==> src/rtl/rtc_pkg.sv <==
package rtc_pkg;
   localparam int unsigned REG_AW   = 5;
   localparam int unsigned BUS_W    = 32;
   localparam logic [REG_AW-1:0] OFS_ALARM   = 5'h00;
   localparam logic [REG_AW-1:0] OFS_SECONDS = 5'h04;
   localparam logic [REG_AW-1:0] OFS_DIVTRIM = 5'h08;
   localparam logic [REG_AW-1:0] OFS_STATUS  = 5'h10;
   localparam int unsigned ST_TICK_EN  = 3;
   localparam int unsigned ST_ALM_EN   = 2;
   localparam int unsigned ST_TICK_EVT = 1;
   localparam int unsigned ST_ALM_EVT  = 0;
endpackage

==> src/rtl/rtc_prescaler.sv <==
module rtc_prescaler #(
   parameter int unsigned DIV_W       = 16,
   parameter int unsigned TRIM_W      = 16,
   parameter bit          TRIM_EN     = 1'b1,
   parameter int unsigned DEFAULT_DIV = 32767
) (
   input  logic                    clk,
   input  logic                    rst_n,
   input  logic                    restart,
   input  logic [DIV_W+TRIM_W-1:0] div_trim,
   output logic                    tick
);
   localparam int unsigned CFG_W = DIV_W + TRIM_W;

   if (DIV_W < 2) begin : g_chk_div
      $error("rtc_prescaler: DIV_W must be at least 2");
   end
   if (DEFAULT_DIV >= (1 << DIV_W)) begin : g_chk_def
      $error("rtc_prescaler: DEFAULT_DIV does not fit in DIV_W");
   end

   logic [DIV_W-1:0]  div_eff;
   logic [DIV_W-1:0]  limit;
   logic [DIV_W-1:0]  phase;
   logic              short_period;

   assign div_eff = (div_trim == '0) ? DEFAULT_DIV[DIV_W-1:0] : div_trim[DIV_W-1:0];

   if (TRIM_EN) begin : g_trim
      logic [TRIM_W-1:0] trim_n;
      logic [TRIM_W-1:0] per_idx;
      assign trim_n = div_trim[CFG_W-1:DIV_W];
      assign short_period = (trim_n != '0) && (div_eff != '0) &&
                            (per_idx == trim_n - 1'b1);
      always_ff @(posedge clk or negedge rst_n) begin
         if (!rst_n) begin
            per_idx <= '0;
         end else if (restart) begin
            per_idx <= '0;
         end else if (tick) begin
            if (trim_n == '0 || per_idx >= trim_n - 1'b1) per_idx <= '0;
            else                                          per_idx <= per_idx + 1'b1;
         end
      end
   end else begin : g_no_trim
      assign short_period = 1'b0;
   end

   assign limit = short_period ? div_eff - 1'b1 : div_eff;
   assign tick  = (phase >= limit);

   always_ff @(posedge clk or negedge rst_n) begin
      if (!rst_n)       phase <= '0;
      else if (restart) phase <= '0;
      else if (tick)    phase <= '0;
      else              phase <= phase + 1'b1;
   end

   AST_RESTART_CLEARS: assert property (@(posedge clk) disable iff (!rst_n)
      restart |=> (phase == '0));
endmodule

==> src/rtl/rtc_seconds.sv <==
module rtc_seconds #(
   parameter int unsigned CNT_W = 32
) (
   input  logic             clk,
   input  logic             rst_n,
   input  logic             tick,
   input  logic             load,
   input  logic [CNT_W-1:0] load_val,
   input  logic [CNT_W-1:0] alarm_val,
   output logic [CNT_W-1:0] count,
   output logic             alarm_hit
);
   if (CNT_W < 2) begin : g_chk_w
      $error("rtc_seconds: CNT_W must be at least 2");
   end

   logic [CNT_W-1:0] count_inc;
   assign count_inc = count + 1'b1;
   assign alarm_hit = tick && !load && (count_inc == alarm_val);

   always_ff @(posedge clk or negedge rst_n) begin
      if (!rst_n)    count <= '0;
      else if (load) count <= load_val;
      else if (tick) count <= count_inc;
   end

   AST_COUNT_STEP: assert property (@(posedge clk) disable iff (!rst_n)
      (!$past(load) && count != $past(count)) |-> (count == $past(count) + 1'b1));
   AST_WRAP_ZERO: assert property (@(posedge clk) disable iff (!rst_n)
      (tick && !load && count == '1) |=> (count == '0));
   AST_ALARM_MATCH: assert property (@(posedge clk) disable iff (!rst_n)
      alarm_hit |=> (count == $past(alarm_val)));
endmodule

==> src/rtl/rtc_regs.sv <==
module rtc_regs
   import rtc_pkg::*;
#(
   parameter int unsigned CNT_W  = 32,
   parameter int unsigned DIV_W  = 16,
   parameter int unsigned TRIM_W = 16
) (
   input  logic                    clk,
   input  logic                    rst_n,
   input  logic                    reg_we,
   input  logic [REG_AW-1:0]       reg_addr,
   input  logic [BUS_W-1:0]        reg_wdata,
   output logic [BUS_W-1:0]        reg_rdata,
   input  logic [CNT_W-1:0]        count,
   input  logic                    tick,
   input  logic                    alarm_hit,
   output logic                    count_we,
   output logic [CNT_W-1:0]        alarm_q,
   output logic [DIV_W+TRIM_W-1:0] divtrim_q,
   output logic                    irq_tick,
   output logic                    irq_alarm
);
   if (CNT_W > BUS_W || DIV_W + TRIM_W > BUS_W) begin : g_chk_fit
      $error("rtc_regs: register fields exceed bus width");
   end

   logic tick_en, alm_en, tick_evt, alm_evt;
   logic st_we, clr_tick, clr_alm;

   assign count_we = reg_we && (reg_addr == OFS_SECONDS);
   assign st_we    = reg_we && (reg_addr == OFS_STATUS);
   assign clr_tick = st_we && reg_wdata[ST_TICK_EVT];
   assign clr_alm  = st_we && reg_wdata[ST_ALM_EVT];

   always_ff @(posedge clk or negedge rst_n) begin
      if (!rst_n) begin
         alarm_q   <= '0;
         divtrim_q <= '0;
         tick_en   <= 1'b0;
         alm_en    <= 1'b0;
         tick_evt  <= 1'b0;
         alm_evt   <= 1'b0;
      end else begin
         if (reg_we && reg_addr == OFS_ALARM)   alarm_q   <= reg_wdata[CNT_W-1:0];
         if (reg_we && reg_addr == OFS_DIVTRIM) divtrim_q <= reg_wdata[DIV_W+TRIM_W-1:0];
         if (st_we) begin
            tick_en <= reg_wdata[ST_TICK_EN];
            alm_en  <= reg_wdata[ST_ALM_EN];
         end
         tick_evt <= tick || (tick_evt && !clr_tick);
         alm_evt  <= alarm_hit || (alm_evt && !clr_alm);
      end
   end

   assign irq_tick  = tick_evt && tick_en;
   assign irq_alarm = alm_evt && alm_en;

   always_comb begin
      reg_rdata = '0;
      case (reg_addr)
         OFS_ALARM:   reg_rdata[CNT_W-1:0]       = alarm_q;
         OFS_SECONDS: reg_rdata[CNT_W-1:0]       = count;
         OFS_DIVTRIM: reg_rdata[DIV_W+TRIM_W-1:0] = divtrim_q;
         OFS_STATUS: begin
            reg_rdata[ST_TICK_EN]  = tick_en;
            reg_rdata[ST_ALM_EN]   = alm_en;
            reg_rdata[ST_TICK_EVT] = tick_evt;
            reg_rdata[ST_ALM_EVT]  = alm_evt;
         end
         default: reg_rdata = '0;
      endcase
   end

   AST_TICK_FLAG_SOURCE: assert property (@(posedge clk) disable iff (!rst_n)
      $rose(tick_evt) |-> $past(tick));
   AST_TICK_SET_WINS: assert property (@(posedge clk) disable iff (!rst_n)
      tick |=> tick_evt);
   AST_ALARM_SET_WINS: assert property (@(posedge clk) disable iff (!rst_n)
      alarm_hit |=> alm_evt);
   AST_IRQ_MASKED: assert property (@(posedge clk) disable iff (!rst_n)
      (!tick_en |-> !irq_tick) and (!alm_en |-> !irq_alarm));
endmodule

==> src/rtl/rtc_core.sv <==
module rtc_core
   import rtc_pkg::*;
#(
   parameter int unsigned CNT_W       = 32,
   parameter int unsigned DIV_W       = 16,
   parameter int unsigned TRIM_W      = 16,
   parameter bit          TRIM_EN     = 1'b1,
   parameter int unsigned DEFAULT_DIV = 32767
) (
   input  logic              clk,
   input  logic              rst_n,
   input  logic              reg_we,
   input  logic [REG_AW-1:0] reg_addr,
   input  logic [BUS_W-1:0]  reg_wdata,
   output logic [BUS_W-1:0]  reg_rdata,
   output logic              irq_tick,
   output logic              irq_alarm
);
   localparam int unsigned CFG_W = DIV_W + TRIM_W;

   logic             tick, count_we, alarm_hit;
   logic [CNT_W-1:0] count, alarm_q;
   logic [CFG_W-1:0] divtrim_q;

   rtc_regs #(.CNT_W(CNT_W), .DIV_W(DIV_W), .TRIM_W(TRIM_W)) regs_i (
      .clk(clk), .rst_n(rst_n), .reg_we(reg_we), .reg_addr(reg_addr),
      .reg_wdata(reg_wdata), .reg_rdata(reg_rdata), .count(count), .tick(tick),
      .alarm_hit(alarm_hit), .count_we(count_we), .alarm_q(alarm_q),
      .divtrim_q(divtrim_q), .irq_tick(irq_tick), .irq_alarm(irq_alarm)
   );

   rtc_prescaler #(.DIV_W(DIV_W), .TRIM_W(TRIM_W), .TRIM_EN(TRIM_EN),
                   .DEFAULT_DIV(DEFAULT_DIV)) presc_i (
      .clk(clk), .rst_n(rst_n), .restart(count_we), .div_trim(divtrim_q), .tick(tick)
   );

   rtc_seconds #(.CNT_W(CNT_W)) secs_i (
      .clk(clk), .rst_n(rst_n), .tick(tick), .load(count_we),
      .load_val(reg_wdata[CNT_W-1:0]), .alarm_val(alarm_q),
      .count(count), .alarm_hit(alarm_hit)
   );
endmodule

==> config.mk <==
export PLATFORM = sky130hd
export DESIGN_NAME = rtc_core
export DESIGN_NICKNAME = d
export VERILOG_FILES = /design/src/rtl/rtc_pkg.sv /design/src/rtl/rtc_prescaler.sv /design/src/rtl/rtc_seconds.sv /design/src/rtl/rtc_regs.sv /design/src/rtl/rtc_core.sv
export SDC_FILE = /design/constraint.sdc
export NUM_CORES = 1
export LEC_CHECK = 0
export BUFFER_PORTS_ARGS = -buffer_cell sky130_fd_sc_hd__buf_2
export CAP_MARGIN = 0
export CORE_ASPECT_RATIO = 1.1
export CORE_UTILIZATION = 62
export DETAILED_ROUTE_END_ITERATION = 12
export PLACE_DENSITY = 0.82
export SETUP_SLACK_MARGIN = 0.2
export SKIP_CTS_REPAIR_TIMING = 1
export SYNTH_ARGS = -nofsm -noshare
export SYNTH_HDL_FRONTEND = slang
export SYNTH_HIERARCHICAL = 1
export SYNTH_SLANG_ARGS = --single-unit
==> constraint.sdc <==
create_clock -name clk -period 6.87 [get_ports clk]
set_input_delay 0.687 -clock clk [delete_from_list [all_inputs] [get_ports clk]]
set_output_delay 0.687 -clock clk [all_outputs]
set_load 0.02 [all_outputs]
Word level (Yosys, flattened, before mapping) --
Index checks and enable logic that the tools add are counted.
Storage, ports and cells: bits in latches 0, register bits 132, input port bits 40, bits in read-only memories 0, output and inout port bits 34, memories 0, memory bits (writable) 0
Cells by class: mux-type cells 11, div/mod/pow operators 0, eq/ne operators 5, $add $sub $neg 5, $mul 0, reductions and logical operators 26, bitwise operators 0, magnitude comparators 2, shifts and indexed selects 0
Operator list (count):
- $mux W16 | 7
- $pmux W28 S3 | 1
- $mux W32 | 2
- $add A16 B1 Y16 const B | 2
- $add A32 B1 Y32 const B | 1
- $eq A32 B32 Y1 | 1
- $ge A16 B16 Y1 | 2
- $logic_not A32 Y1 | 1
- $reduce_bool A16 Y1 | 2
- $sub A16 B1 Y16 const B | 2
- $eq A16 B16 Y1 | 1
- $logic_not A16 Y1 | 1
- $pmux W4 S4 | 1
- $logic_and A1 B1 Y1 | 14
- $eq A5 B3 Y1 const B | 1
- $eq A5 B4 Y1 const B | 1
- $eq A5 B5 Y1 const B | 1
- $logic_not A5 Y1 | 1
- $logic_not A1 Y1 | 3
- $logic_or A1 B1 Y1 | 3
- $reduce_bool A2 Y1 | 1

Depth between registers and ports, before layout --
Gate-level depths: netlist of the first run.
depth after elaboration 10, gate-level depth with buffers 27, depth with buffers taken out 26

Cells and area by module --
The synthesis of the first run kept the hierarchy.
By module, submodules not included:
- rtc_regs | area an instance 3667.3 um2, cells each 304, times used 1, seq. area each 1701.6 um2
- rtc_prescaler | area an instance 3059.2 um2, cells each 370, times used 1, seq. area each 800.8 um2
- rtc_seconds | area an instance 2805.2 um2, cells each 351, times used 1, seq. area each 800.8 um2

Least setup slack after synthesis of the first run --
OpenSTA, ideal clock, no wires.
kind register -> register, start point reg regs_i.divtrim_q[23], end point reg regs_i.alm_evt, setup time 0.082 ns, required time 6.788 ns, path buffers 1, setup slack 0.777 ns, cell stages (with the launch flop) 25, data arrival time 6.011 ns, path through dfrtp_1 > or4_1 > nor3_1 > nand2_1 > xor2_1 > ha_1 > nand4_1 > nor3_1 > o2111ai_4 > nor3_2 > nand2_1 > mux2_4 > ha_1 > nand4_1 > a2111oi_0 > a211o_1 > clkbuf_1 > nor4b_1 > o2111ai_1 > or4_1 > a2111oi_2 > o2111ai_1 > a2111oi_2 > inv_1 > a31oi_1
Between the ends: word-level cells in the longest chain between the ends 10, elaborated cells on any way between the ends 14, classes of those cells add/sub: 2; order compare: 1; eq/ne: 1; mux: 2; reduce/logical: 8
Ends and longest elaborated chain:
- start: declaration | RTL line rtc_regs.sv:19 | output logic [DIV_W+TRIM_W-1:0] divtrim_q,
- start signal: assignment | RTL line rtc_regs.sv:45 | if (reg_we && reg_addr == OFS_DIVTRIM) divtrim_q <= reg_wdata[DIV_W+TRIM_W-1:0];
- branches (longest 5 deep; another with $sub A16 B1 Y16)
- $mux W16 * | RTL line rtc_prescaler.sv:49 | assign limit = short_period ? div_eff - 1'b1 : div_eff;
- $ge A16 B16 Y1 * | RTL line rtc_prescaler.sv:50 | assign tick = (phase >= limit);
- net tick | RTL line rtc_core.sv:21 | logic tick, count_we, alarm_hit;
- $logic_and A1 B1 Y1 * (2 in series) | RTL line rtc_seconds.sv:19 | assign alarm_hit = tick && !load && (count_inc == alarm_val);
- net alarm_hit | RTL line rtc_core.sv:21
- $logic_or A1 B1 Y1 * | RTL line rtc_regs.sv:51 | alm_evt <= alarm_hit || (alm_evt && !clr_alm);
- end signal: assignment | RTL line rtc_regs.sv:51
- end: declaration | RTL line rtc_regs.sv:27 | logic tick_en, alm_en, tick_evt, alm_evt;
Mark *: on every way through the listed nets, which the timed path passes. A chain may end at the register's enable or synchronous reset.

Worst setup path after layout of the first run --
start point reg regs_i.divtrim_q[27], end point reg regs_i.alm_evt
The elaborated chain is that of the path after synthesis.

==> results of run 1 <==
[power groups by stage]
stage	Combinational [uW]	Sequential, uW	Clock, uW
after floorplan	810	1140	0
after global placement	917	1260	0
after detailed placement	951	1260	0
after CTS	967	1260	940
after global routing	1110	1300	974
final	1000	1270	933
[synthesized netlist by cell type, drive strengths merged (17+ instances only)]
cell,number
a21oi,39
buf,26
clkbuf,25
dfrtp,132
ha,37
inv,24
mux2,68
mux2i,32
nand2,119
nand3,39
nand4,32
nor2,88
nor3,28
nor4,17
o21ai,48
or2,32
xnor2,67
xor2,49
[registers in the layout, summed over array words and instances (netlist names)]
register and count:
regs_i/alarm_q 32, regs_i/divtrim_q 32, secs_i/count 32, presc_i/g_trim.per_idx 16, presc_i/phase 16, regs_i/alm_en 1, regs_i/alm_evt 1, regs_i/tick_en 1
regs_i/tick_evt 1
[metrics by stage]
step | utilization, % | cell area (sq um) | total power, uW | worst slack [ns]
global route | 70.4 | 10600 | 3380 | 0.208
detailed placement | 66.0 | 9930 | 2220 | 0.435
CTS | 70.0 | 10500 | 3160 | 0.319
floorplan | - | 9530 | 1950 | 0.777
finish | 70.5 | 10600 | 3200 | 0.608
global placement | 66.0 | 9930 | 2170 | 0.774
[kinds of logic (layout without fill, tap and decap cells)]
family / count (synthesis) / after routing / share of synthesized area [%]
flops: 132 / 132 / 34.7
fa+ha+maj: 37 / 37 / 4.86
buf+inv: 75 / 138 / 3.87
mux: 100 / 100 / 12.6
simple gates: 415 / 415 / 22.9
compound gates: 150 / 150 / 10.4
other cells: 0 / 1 / 0
xor+xnor: 116 / 116 / 10.7
[worst paths after layout]
kind	startpoint	to	depth (start not counted)
hold / removal	rst_n	presc_i/phase[10]$_DFF_PN0_	1
setup reg to reg	regs_i/divtrim_q[27]$_DFFE_PN0P_	regs_i/alm_evt$_DFF_PN0_	23
hold reg to reg	presc_i/phase[0]$_DFF_PN0_	presc_i/phase[0]$_DFF_PN0_	1
min in group clk	reg_wdata[29]	secs_i/count[29]$_DFFE_PN0P_	3
max in group asynchronous	rst_n	regs_i/divtrim_q[27]$_DFFE_PN0P_	2
setup / recovery	regs_i/divtrim_q[27]$_DFFE_PN0P_	regs_i/alm_evt$_DFF_PN0_	23
[final cells by class]
class,instances,area [sq um],area share (%)
inverter,24,90.1,0.849
multi-input combinational,818,5920,55.8
timing repair buffer,82,439,4.14
sequential,132,3300,31.1
clock inverter,7,93.8,0.885
clock buffer,25,515,4.86
tap,196,245,2.31
antenna,1,2.50,0.0236
[worst max-delay path: stages (launching register included)]
cell and delay, ns:
dfrtp_1 0.47, nor4_1 0.55, nand3b_1 0.24, nor2_1 0.19
xnor2_1 0.09, ha_1 0.32, nand4_1 0.21, nor4_2 0.38
o2111ai_2 0.30, nor4_2 0.28, xor2_1 0.17, nor2_1 0.06
ha_1 0.29, nand4_1 0.15, a2111oi_2 0.33, a211o_1 0.24
nor4b_1 0.24, o2111ai_1 0.15, or4_1 0.51, a2111oi_2 0.23
o2111ai_1 0.21, a2111oi_2 0.30, inv_1 0.09, a31oi_1 0.18
[routing by layer]
metal	up-vias	share of wire (%)	track usage [%]
li1	3746	-	-
met1	3934	42	43.1
met2	348	49	51.6
met3	70	5.7	5.62
met4	0	3.1	13.4
met5	-	0	0
==> run metrics, run 1 <==
status finished, final reports clean; final non-filler cell total approximately 1300; pwr/cell area just over 300 nW/um^2; Total GRT Usage between 30% and 40%; Setup-failing EPs final 0; Nets between 1000 and 1500; dpl hpwl about 17000 um; Internal Pwr Total between 2000 and 2500 uW; Post-Syn Instances ~1000; Async S/R FF share, synth between 90% and 100%; DRC viols 0; total routed wirelength 24600 um; number of fillers in the final layout around 1200; synth top area cells dfrtp_1, xnor2_1, mux2_4; sequential element share of the synthesized area 34.7%; Syn. warnings 6; synth unique cells 70; fin crit period around 6.3 ns; f_max between 150 and 200 MHz; wire length per cell approximately 19 um; vias in the first global route roughly 7800; Post-synth EDFFs 0; most frequent cells in the layout dfrtp_1, nand2_1, nor2_1, buf_2, xnor2_1; peak supply drop around 0.0002 V; final slew viol count 0; htree depth 4; ys flop type dfrtp_1; worst setup path category reg2reg; critical path data arrival time 6.60 ns; clk buf depth 2; Die X roughly 120 um; initial antenna violation count 1; static leakage ~0.0046 uW; Worst Tran Pin Value around 1.2 ns; CP Capture Type flop; Placer Congestion 0.955; Sequential Power Share between 30% and 40%; worst hold margin approximately 0.36 ns; worst skew pair latency between 0.4 and 0.5 ns; Fin Setup TNS 0 ns; Die Area between 15000 and 20000 sq um; clock network power share between 20% and 30%; Via density about 6.3; Post-Synthesis Cell Area roughly 9500 sq um; number of cell rows 47; RSZ-0062 raised after global routing false; switching power approximately 1200 uW; Yosys top cell by area dfrtp_1; worst reg2reg setup slack between 0.6 and 0.7 ns; max-cap viol count 0; worst path required time roughly 7.2 ns; Initial Util a little over three fifths; first-pass GRT wire length roughly 40000 um; Yosys top cell area share 34.7%; CTS tree built; average size of a mapped cell between 9 and 10 sq um; DRT antenna net count 0; Slew headroom between 20 and 25%; Gate power share ~31%; grt total ovfl 0; Final Hold Violating Endpoints 0; CTS root buf clkbuf_16; initial DRC count just under 1000; Max FO, Critical Path 6; DR vias roughly 8100; startpoint type of the worst setup path flop; Final Skew about 0.0095 ns; Placed Cells approximately 1300; post-synthesis register bit count ~130; Sw Share about 37%; total CTS buffers 17; DRT Pass-1 Iters 7; final worst path period share ~91%; Area growth, synth to finish 11.3%; pin count of the biggest net entering global routing about 90; DIE HEIGHT 132 um; core area approximately 15000 sq um; hold crit path type in2async; Clock transition at path regs 0.06 ns; Syn Nets roughly 1100; share of cells above drive strength 1 between 20 and 25%; commonest non-fill, non-tap cell in the layout dfrtp_1; num ports between 70 and 80; Port-buffer cells 73; clock sinks between 100 and 150
No activity file was read; power rests on OpenSTA's default activity.
==> run 2, diff against run 1 <==
--- a/config.mk
+++ b/config.mk
@@ -8,9 +8,9 @@
 export BUFFER_PORTS_ARGS = -buffer_cell sky130_fd_sc_hd__buf_2
 export CAP_MARGIN = 0
 export CORE_ASPECT_RATIO = 1.1
-export CORE_UTILIZATION = 62
+export CORE_UTILIZATION = 66
 export DETAILED_ROUTE_END_ITERATION = 12
-export PLACE_DENSITY = 0.82
+export PLACE_DENSITY = 0.87
 export SETUP_SLACK_MARGIN = 0.2
 export SKIP_CTS_REPAIR_TIMING = 1
 export SYNTH_ARGS = -nofsm -noshare
==> constraint.sdc (replaced) <==
create_clock -name clk -period 7.26 [get_ports clk]
set_input_delay 0.726 -clock clk [delete_from_list [all_inputs] [get_ports clk]]
set_output_delay 0.726 -clock clk [all_outputs]
set_load 0.02 [all_outputs]
==> run 2 against run 1 <==
Effect of this change:
- sequential share of layout area rose by 0.085 points
- highest routed layer unchanged
- combinational power fell by 5%
- hold slack got worse by 0.13 ns
- final area fell by 0.27%
- fmax fell by 4.9%
- cell count fell by 0.86%
==> run metrics, run 2 (synthesis results as in run 1) <==
Initial Util 68.3% (was 63.3%); initial antenna violation count 0 (was 1); Die X 117 um (was 120 um); Sw Share 36.3% (was 36.9%); max incr delay on CP 0.60 ns (was 0.55 ns); final slew viol count 0 (unchanged); static leakage 0.00457 uW (about the same); final worst path period share 90.7% (was 91.2%); pwr/cell area 294 nW/um^2 (was 302 nW/um^2); core area 14000 sq um (was 15100 sq um); CTS root buf clkbuf_16 (unchanged); peak supply drop 0.000180 V (was 0.000200 V); worst reg2reg setup slack 0.67 ns (was 0.61 ns); Placer Congestion 0.919 (was 0.955); reg2reg path depth 23 (unchanged); fin crit period 6.59 ns (was 6.26 ns); Largest regs regs_i/alarm_q x32, regs_i/divtrim_q x32, secs_i/count x32 (unchanged); RSZ-0062 raised after global routing false (unchanged); Nets 1151 (was 1152); switching power 1130 uW (was 1180 uW); dpl hpwl 16600 um (about the same); vias in the first global route 7951 (was 7780); htree depth 4 (unchanged); commonest non-fill, non-tap cell in the layout dfrtp_1 (unchanged); crit path launch regs_i/divtrim_q[23]$_DFFE_PN0P_ (was regs_i/divtrim_q[27]$_DFFE_PN0P_); Slew headroom 19.0% (was 22.0%); DRT Pass-1 Iters 6 (was 7); Gate power share 30.7% (was 31.3%); num ports 74 (unchanged); wire length per cell 19.6 um (was 19.2 um); worst path required time 7.61 ns (was 7.21 ns); met2 Use GR 59.6% (was 51.6%); Worst setup endpoint regs_i/alm_evt$_DFF_PN0_ (unchanged); Area growth, synth to finish 11.0% (was 11.3%); multi-input logic area 5870 sq um (was 5920 sq um); hold crit path type in2async (unchanged); Max FO, Critical Path 7 (was 6); grt total ovfl 0 (unchanged); layer with the highest usage met2 (unchanged); Clock transition at path regs 0.06 ns (about the same); Internal Pwr Total 1980 uW (was 2020 uW); clk buf depth 2 (unchanged); startpoint type of the worst setup path flop (unchanged); Slowest cell on crit path or4_1 (was nor4_1); register area 3300 sq um (unchanged); Fin Setup TNS 0 ns (unchanged); share of cells above drive strength 1 21.6% (was 22.3%); number of cell rows 45 (was 47); clock network power share 30.8% (was 29.1%); Post-Place Worst Slack 0.909 ns (was 0.435 ns); CP top delay family simple AND/OR/NAND/NOR gates (unchanged); Sequential Power Share 38.5% (was 39.6%); most frequent cells in the layout dfrtp_1, nand2_1, nor2_1, buf_2, xnor2_1 (unchanged); final non-filler cell total 1274 (was 1285); met3 GRT Util 5.91% (was 5.62%); DR vias 8146 (was 8098); Setup WS post-layout 0.672 ns (was 0.608 ns); number of fillers in the final layout 977 (was 1185); critical path data arrival time 6.94 ns (was 6.60 ns); DRT antenna net count 0 (unchanged); worst setup path category reg2reg (unchanged); Setup-failing EPs final 0 (unchanged); CP bufs+invs 1 (unchanged); Final Hold Violating Endpoints 0 (unchanged); total CTS buffers 17 (unchanged); clock sinks 132 (unchanged); initial DRC count 945 (was 961); DRC viols 0 (unchanged); reg-to-reg startpoint regs_i/divtrim_q[23]$_DFFE_PN0P_ (was regs_i/divtrim_q[27]$_DFFE_PN0P_); DIE HEIGHT 128 um (was 132 um); Die Area 14900 sq um (was 15900 sq um); Worst Tran Pin Value 1.22 ns (was 1.16 ns); RR Endpoint regs_i/alm_evt$_DFF_PN0_ (unchanged); Placed Cells 1243 (was 1251); met1 GRT Util 45.1% (was 43.1%); pin count of the biggest net entering global routing 85 (was 92); total routed wirelength 24900 um (was 24600 um); status finished, final reports clean (unchanged); Via density 6.39 (was 6.30); f_max 152 MHz (was 160 MHz); Final Skew 0.00924 ns (was 0.00953 ns); CP dominant cell by count o2111ai_1 (was a2111oi_2); Port-buffer cells 73 (unchanged); worst skew pair latency 0.43 ns (was 0.42 ns); critical path depth 23 (unchanged); CTS tree built (unchanged); diode count 0 (was 1); crit-path cells or4_1 -> nor3_1 -> nand2_1 -> xor2_1 -> ha_1 -> nand4_1 -> nor4_1 -> o2111ai_1 -> nor4_1 -> xor2_1 -> nor2_1 -> ha_1 -> nand4_1 -> a2111oi_0 -> a211o_1 -> nor4b_1 -> o2111ai_1 -> or4_1 -> a2111oi_2 -> o2111ai_1 -> a2111oi_2 -> inv_1 -> a31oi_1 (was nor4_1 -> nand3b_1 -> nor2_1 -> xnor2_1 -> ha_1 -> nand4_1 -> nor4_2 -> o2111ai_2 -> nor4_2 -> xor2_1 -> nor2_1 -> ha_1 -> nand4_1 -> a2111oi_2 -> a211o_1 -> nor4b_1 -> o2111ai_1 -> or4_1 -> a2111oi_2 -> o2111ai_1 -> a2111oi_2 -> inv_1 -> a31oi_1); max-cap viol count 0 (unchanged); first-pass GRT wire length 40300 um (was 39900 um); Total GRT Usage 35.4% (was 32.2%); CP Capture Type flop (unchanged)
-- run 2: cell count changes in the layout (fill, tap and decap cells not counted), moves of 2 or more --
cell	before	now
nor4_1	13	16
clkbuf_8	6	3
bufinv_16	2	5
nor3_4	4	2
nor4_2	3	0
-- run 2: cell type report --
type                    instances  share of cell area [%]
clock buffers                  22                    4.48
clock inverters                 9                    1.66
inverters                      24                   0.852
multi-input cells             818                    55.5
flip-flops and latches        132                    31.2
well taps                     188                    2.22
repair buffers                 81                    4.08
-- run 2: per-stage QoR --
| stage | power [uW] | hold slack, ns | instance area (sq um) | utilization [%] |
|---|---|---|---|---|
| detailed placement | 2100 | 0.517 | 9920 | 71.1 |
| CTS | 3090 | 0.246 | 10600 | 75.7 |
| global route | 3270 | 0.264 | 10600 | 75.8 |
| floorplan | 1840 | 0.430 | 9530 | - |
| finish | 3110 | 0.232 | 10600 | 75.8 |
| global placement | 2050 | 0.507 | 9920 | 71.1 |
-- run 2: how the worst min path moves through the flow --
stage,startpoint,endpoint,slack (ns),cells past startpoint
after CTS,rst_n,presc_i/phase[11]$_DFF_PN0_,0.25,1
after detailed placement,regs_i/tick_en$_DFFE_PN0N_,regs_i/tick_en$_DFFE_PN0N_,0.52,1
after floorplan,rst_n,presc_i/g_trim.per_idx[0]$_DFFE_PN0P_,0.43,0
after global routing,rst_n,presc_i/phase[11]$_DFF_PN0_,0.26,1
after global placement,presc_i/phase[0]$_DFF_PN0_,presc_i/phase[0]$_DFF_PN0_,0.51,1
final,rst_n,presc_i/phase[11]$_DFF_PN0_,0.23,1
-- run 2: power groups by stage --
stage | registers [uW] | logic (uW) | clock network (uW)
3_5_place_dp | 1200 | 904 | 0
5_1_grt | 1230 | 1050 | 995
2_1_floorplan | 1080 | 767 | 0
6_report | 1200 | 955 | 960
3_3_place_gp | 1190 | 868 | 0
4_1_cts | 1190 | 938 | 963
-- run 2: per-layer routing --
metal / vias to the layer above / wire, um
li1: 3740 / -
met2: 361 / 12500
met1: 3980 / 10400
met5: - / 0
met3: 65 / 1400
met4: 0 / 612
-- run 2: worst register-to-register path, stage by stage, from the launching register on --
cell       delay, ns
dfrtp_1         0.44
or4_1           0.60
nor3_1          0.26
nand2_1         0.10
xor2_1          0.17
ha_1            0.32
nand4_1         0.24
nor4_1          0.39
o2111ai_1       0.38
nor4_1          0.35
xor2_1          0.18
nor2_1          0.06
ha_1            0.29
nand4_1         0.14
a2111oi_0       0.50
a211o_1         0.27
nor4b_1         0.26
o2111ai_1       0.15
or4_1           0.49
a2111oi_2       0.21
o2111ai_1       0.19
a2111oi_2       0.28
inv_1           0.07
a31oi_1         0.16
==> run 3, diff against run 2 <==
--- a/config.mk
+++ b/config.mk
@@ -10,10 +10,10 @@
 export CORE_ASPECT_RATIO = 1.1
 export CORE_UTILIZATION = 66
 export DETAILED_ROUTE_END_ITERATION = 12
+export GPL_TIMING_DRIVEN = 0
 export PLACE_DENSITY = 0.87
 export SETUP_SLACK_MARGIN = 0.2
 export SKIP_CTS_REPAIR_TIMING = 1
 export SYNTH_ARGS = -nofsm -noshare
 export SYNTH_HDL_FRONTEND = slang
-export SYNTH_HIERARCHICAL = 1
 export SYNTH_SLANG_ARGS = --single-unit
==> run 3 against run 2 <==
Effect of this change:
- clock power fell by 6.3%
- synthesized cell count fell by 2.2%
- die area is 6.2% lower
- global-route usage is 2.4 points higher
- register-to-register slack worse by 0.05 ns
- worst setup slack got worse by 0.054 ns
- utilization is 1.1 points higher
- power rose by 4.0%
- routed wire length up 2.6%
- critical path type unchanged
==> run metrics, run 3 <==
startpoint type of the worst setup path flop (unchanged); largest family of logic cells by synthesized area simple AND/OR/NAND/NOR gates (unchanged); Yosys top cell area share 37.0% (was 34.7%); Placer Congestion 0.964 (was 0.919); CP top delay family simple AND/OR/NAND/NOR gates (unchanged); Final Util 76.8% (was 75.8%); vias in the first global route 7800 (was 7951); top cells by count, synth nor2_1, dfrtp_1, nand2_1 (was dfrtp_1, nand2_1, nor2_1); Internal Pwr Total 2020 uW (was 1980 uW); crit-path cells or4_4 -> or3_4 -> or3_1 -> nor3_2 -> buf_4 -> nor2_1 -> ha_1 -> nand2_1 -> or4_4 -> nor4b_2 -> nand2b_1 -> xnor2_1 -> nor2_1 -> ha_1 -> a211oi_1 -> nor3_1 -> a211oi_1 -> o21a_1 -> clkbuf_1 -> nor2_1 -> xnor2_1 -> o21ai_0 (was or4_1 -> nor3_1 -> nand2_1 -> xor2_1 -> ha_1 -> nand4_1 -> nor4_1 -> o2111ai_1 -> nor4_1 -> xor2_1 -> nor2_1 -> ha_1 -> nand4_1 -> a2111oi_0 -> a211o_1 -> nor4b_1 -> o2111ai_1 -> or4_1 -> a2111oi_2 -> o2111ai_1 -> a2111oi_2 -> inv_1 -> a31oi_1); status finished, final reports clean (unchanged); simple-gate share of the synthesized area 22.5% (was 22.9%); first-pass GRT wire length 39900 um (was 40300 um); clock sinks 132 (unchanged); CTS tree built (unchanged); CP Capture Type flop (unchanged); Finished Cell Area 10100 sq um (was 10600 sq um); final non-filler cell total 1267 (was 1274); CP dominant cell by count nor2_1 (was o2111ai_1); number of fillers in the final layout 909 (was 977); multiplexer share of the synthesized area 11.8% (was 12.6%); grt total ovfl 0 (unchanged); wire length per cell 20.2 um (was 19.6 um); DR vias 8163 (was 8146); worst setup path category reg2reg (unchanged); max-cap viol count 0 (unchanged); share of cells above drive strength 1 16.2% (was 21.6%); final total power 3240 uW (was 3110 uW); Post-Syn Instances 1002 (was 1025); most frequent cells in the layout nor2_1, dfrtp_1, nand2_1, xnor2_1, buf_2 (was dfrtp_1, nand2_1, nor2_1, buf_2, xnor2_1); hold crit path type in2async (unchanged); DRC viols 0 (unchanged); synth unique cells 52 (was 70); Via density 6.44 (was 6.39); Final Skew 0.00815 ns (was 0.00924 ns); final slew viol count 0 (unchanged); Syn. warnings 0 (was 6); htree depth 4 (unchanged); Slowest cell on crit path clkbuf_1 (was or4_1); diode count 0 (unchanged); peak supply drop 0.000184 V (was 0.000180 V); Setup-failing EPs final 0 (unchanged); CTS root buf clkbuf_16 (unchanged); Async S/R FF share, synth 100% (unchanged); max incr delay on CP 0.59 ns (was 0.60 ns); Nets 1170 (was 1151); Worst Tran Pin Value 1.01 ns (was 1.22 ns); Syn Nets 1079 (was 1102); worst path required time 7.60 ns (was 7.61 ns); pin count of the biggest net entering global routing 70 (was 85); Gate power share 35.6% (was 30.7%); xor and xnor fraction of the mapped netlist area 13.1% (was 10.7%); final worst path period share 91.5% (was 90.7%); Sw Share 37.7% (was 36.3%); clk buf depth 2 (unchanged); most common cell in the netlist nor2_1 (was dfrtp_1); Final Hold Violating Endpoints 0 (unchanged); Max FO, Critical Path 10 (was 7); Yosys top cell by area dfrtp_1 (unchanged); num ports 74 (unchanged); Die X 113 um (was 117 um); pwr/cell area 319 nW/um^2 (was 294 nW/um^2); dpl hpwl 17800 um (was 16600 um); average size of a mapped cell 8.91 sq um (was 9.30 sq um); Compound-Gate Fraction of Synth Area 7.50% (was 10.4%); static leakage 0.00438 uW (was 0.00457 uW); ys flop type dfrtp_1 (unchanged); sequential element share of the synthesized area 37.0% (was 34.7%); Port-buffer cells 71 (was 73); core area 13200 sq um (was 14000 sq um); critical path depth 22 (was 23); critical path data arrival time 6.98 ns (was 6.94 ns); initial DRC count 843 (was 945); Slew headroom 32.7% (was 19.0%); DRT Pass-1 Iters 8 (was 6); clock network power share 27.8% (was 30.8%); total CTS buffers 17 (unchanged); total routed wirelength 25600 um (was 24900 um); RSZ-0062 raised after global routing false (unchanged); Total GRT Usage 37.8% (was 35.4%); Post-synth EDFFs 0 (unchanged); Sequential Power Share 36.6% (was 38.5%); Die Area 14000 sq um (was 14900 sq um); Fin Setup TNS 0 ns (unchanged); Post-Synthesis Cell Area 8930 sq um (was 9530 sq um); Placed Cells 1235 (was 1243); Area growth, synth to finish 13.6% (was 11.0%); post-synthesis register bit count 132 (unchanged); number of cell rows 44 (was 45); initial antenna violation count 0 (unchanged); DRT antenna net count 0 (unchanged); Clock transition at path regs 0.06 ns (about the same); Largest regs regs_i.alarm_q x32, regs_i.divtrim_q x32, secs_i.count x32 (was regs_i/alarm_q x32, regs_i/divtrim_q x32, secs_i/count x32); DP Area 9520 sq um (was 9920 sq um); commonest non-fill, non-tap cell in the layout nor2_1 (was dfrtp_1); CP bufs+invs 2 (was 1); switching power 1220 uW (was 1130 uW); f_max 151 MHz (was 152 MHz); reg2reg path depth 22 (was 23); synth top area cells dfrtp_1, mux2_2, xnor2_1 (was dfrtp_1, xnor2_1, mux2_4); DIE HEIGHT 124 um (was 128 um); Initial Util 67.6% (was 68.3%); adder-cell share of the synthesized area 5.18% (was 4.86%); fin crit period 6.64 ns (was 6.59 ns); worst skew pair latency 0.43 ns (about the same)
run 3: cell count changes after synthesis, moves of 14 or more:
| cell | before | now |
|---|---|---|
| clkbuf_1 | 25 | 53 |
| inv_1 | 24 | 10 |
| mux2_2 | 37 | 62 |
| mux2_4 | 31 | 1 |
| nand2_1 | 118 | 97 |
| nor2_1 | 87 | 133 |
| nor3_1 | 24 | 38 |
| or2_2 | 31 | 2 |
run 3: worst reg2reg max path: cells and delay by family (launching register included):
kind            cells  cell delay (ns)
simple gates       12             3.14
compound gates      4             1.27
buf+inv             2             0.85
fa+ha+maj           2             0.52
flops               1             0.45
xor+xnor            2             0.32
run 3: cell families after synthesis:
logic type,Yosys count
DFF,132
xor gates and xnor gates,134
AOI/OAI and AO/OA,120
muxes,97
buffers and inverters,67
adders and majority gates,37
and+or+nand+nor,415
run 3: final timing paths:
path,from,endpoint,slack (ns)
worst max-delay path,regs_i.divtrim_q[6]$_DFFE_PN0P_,secs_i.count[23]$_DFFE_PN0P_,0.62
worst min-delay path,rst_n,presc_i.phase[10]$_DFF_PN0_,0.27
worst max register to register,regs_i.divtrim_q[6]$_DFFE_PN0P_,secs_i.count[23]$_DFFE_PN0P_,0.62
worst min register to register,presc_i.phase[0]$_DFF_PN0_,presc_i.phase[0]$_DFF_PN0_,0.52
max in group asynchronous,rst_n,secs_i.count[24]$_DFFE_PN0P_,6.22
min in group clk,presc_i.phase[0]$_DFF_PN0_,presc_i.phase[0]$_DFF_PN0_,0.52
run 3: power by group through the flow:
stage | clock, uW | combinational, uW | sequential (uW)
2_1_floorplan | 0 | 870 | 1110
3_3_place_gp | 0 | 1060 | 1180
3_5_place_dp | 0 | 1110 | 1190
4_1_cts | 901 | 1130 | 1180
5_1_grt | 933 | 1270 | 1210
6_report | 900 | 1150 | 1190
run 3: per-layer routing:
layer	track usage, %	vias to the layer above	wire length, um
li1	-	3679	-
met1	47.5	3899	10200
met2	61.5	479	11900
met3	7.45	106	2240
met4	21.8	0	1230
met5	0	-	0
run 3: layout make-up:
cell class | instances | area [sq um] | area share [%]
tap | 161 | 201 | 1.98
multi-input combinational | 803 | 5380 | 53.1
clock buffer | 23 | 488 | 4.81
timing repair buffer | 72 | 389 | 3.83
clock inverter | 9 | 125 | 1.23
buffer | 57 | 220 | 2.17
inverter | 10 | 37.5 | 0.370
sequential | 132 | 3300 | 32.5
run 3: metrics by stage:
step                setup WS [ns]  hold WS [ns]
finish                      0.618         0.273
global route                0.283         0.331
CTS                        0.0740         0.304
detailed placement          0.192         0.517
global placement            0.421         0.507
floorplan                    1.82         0.430
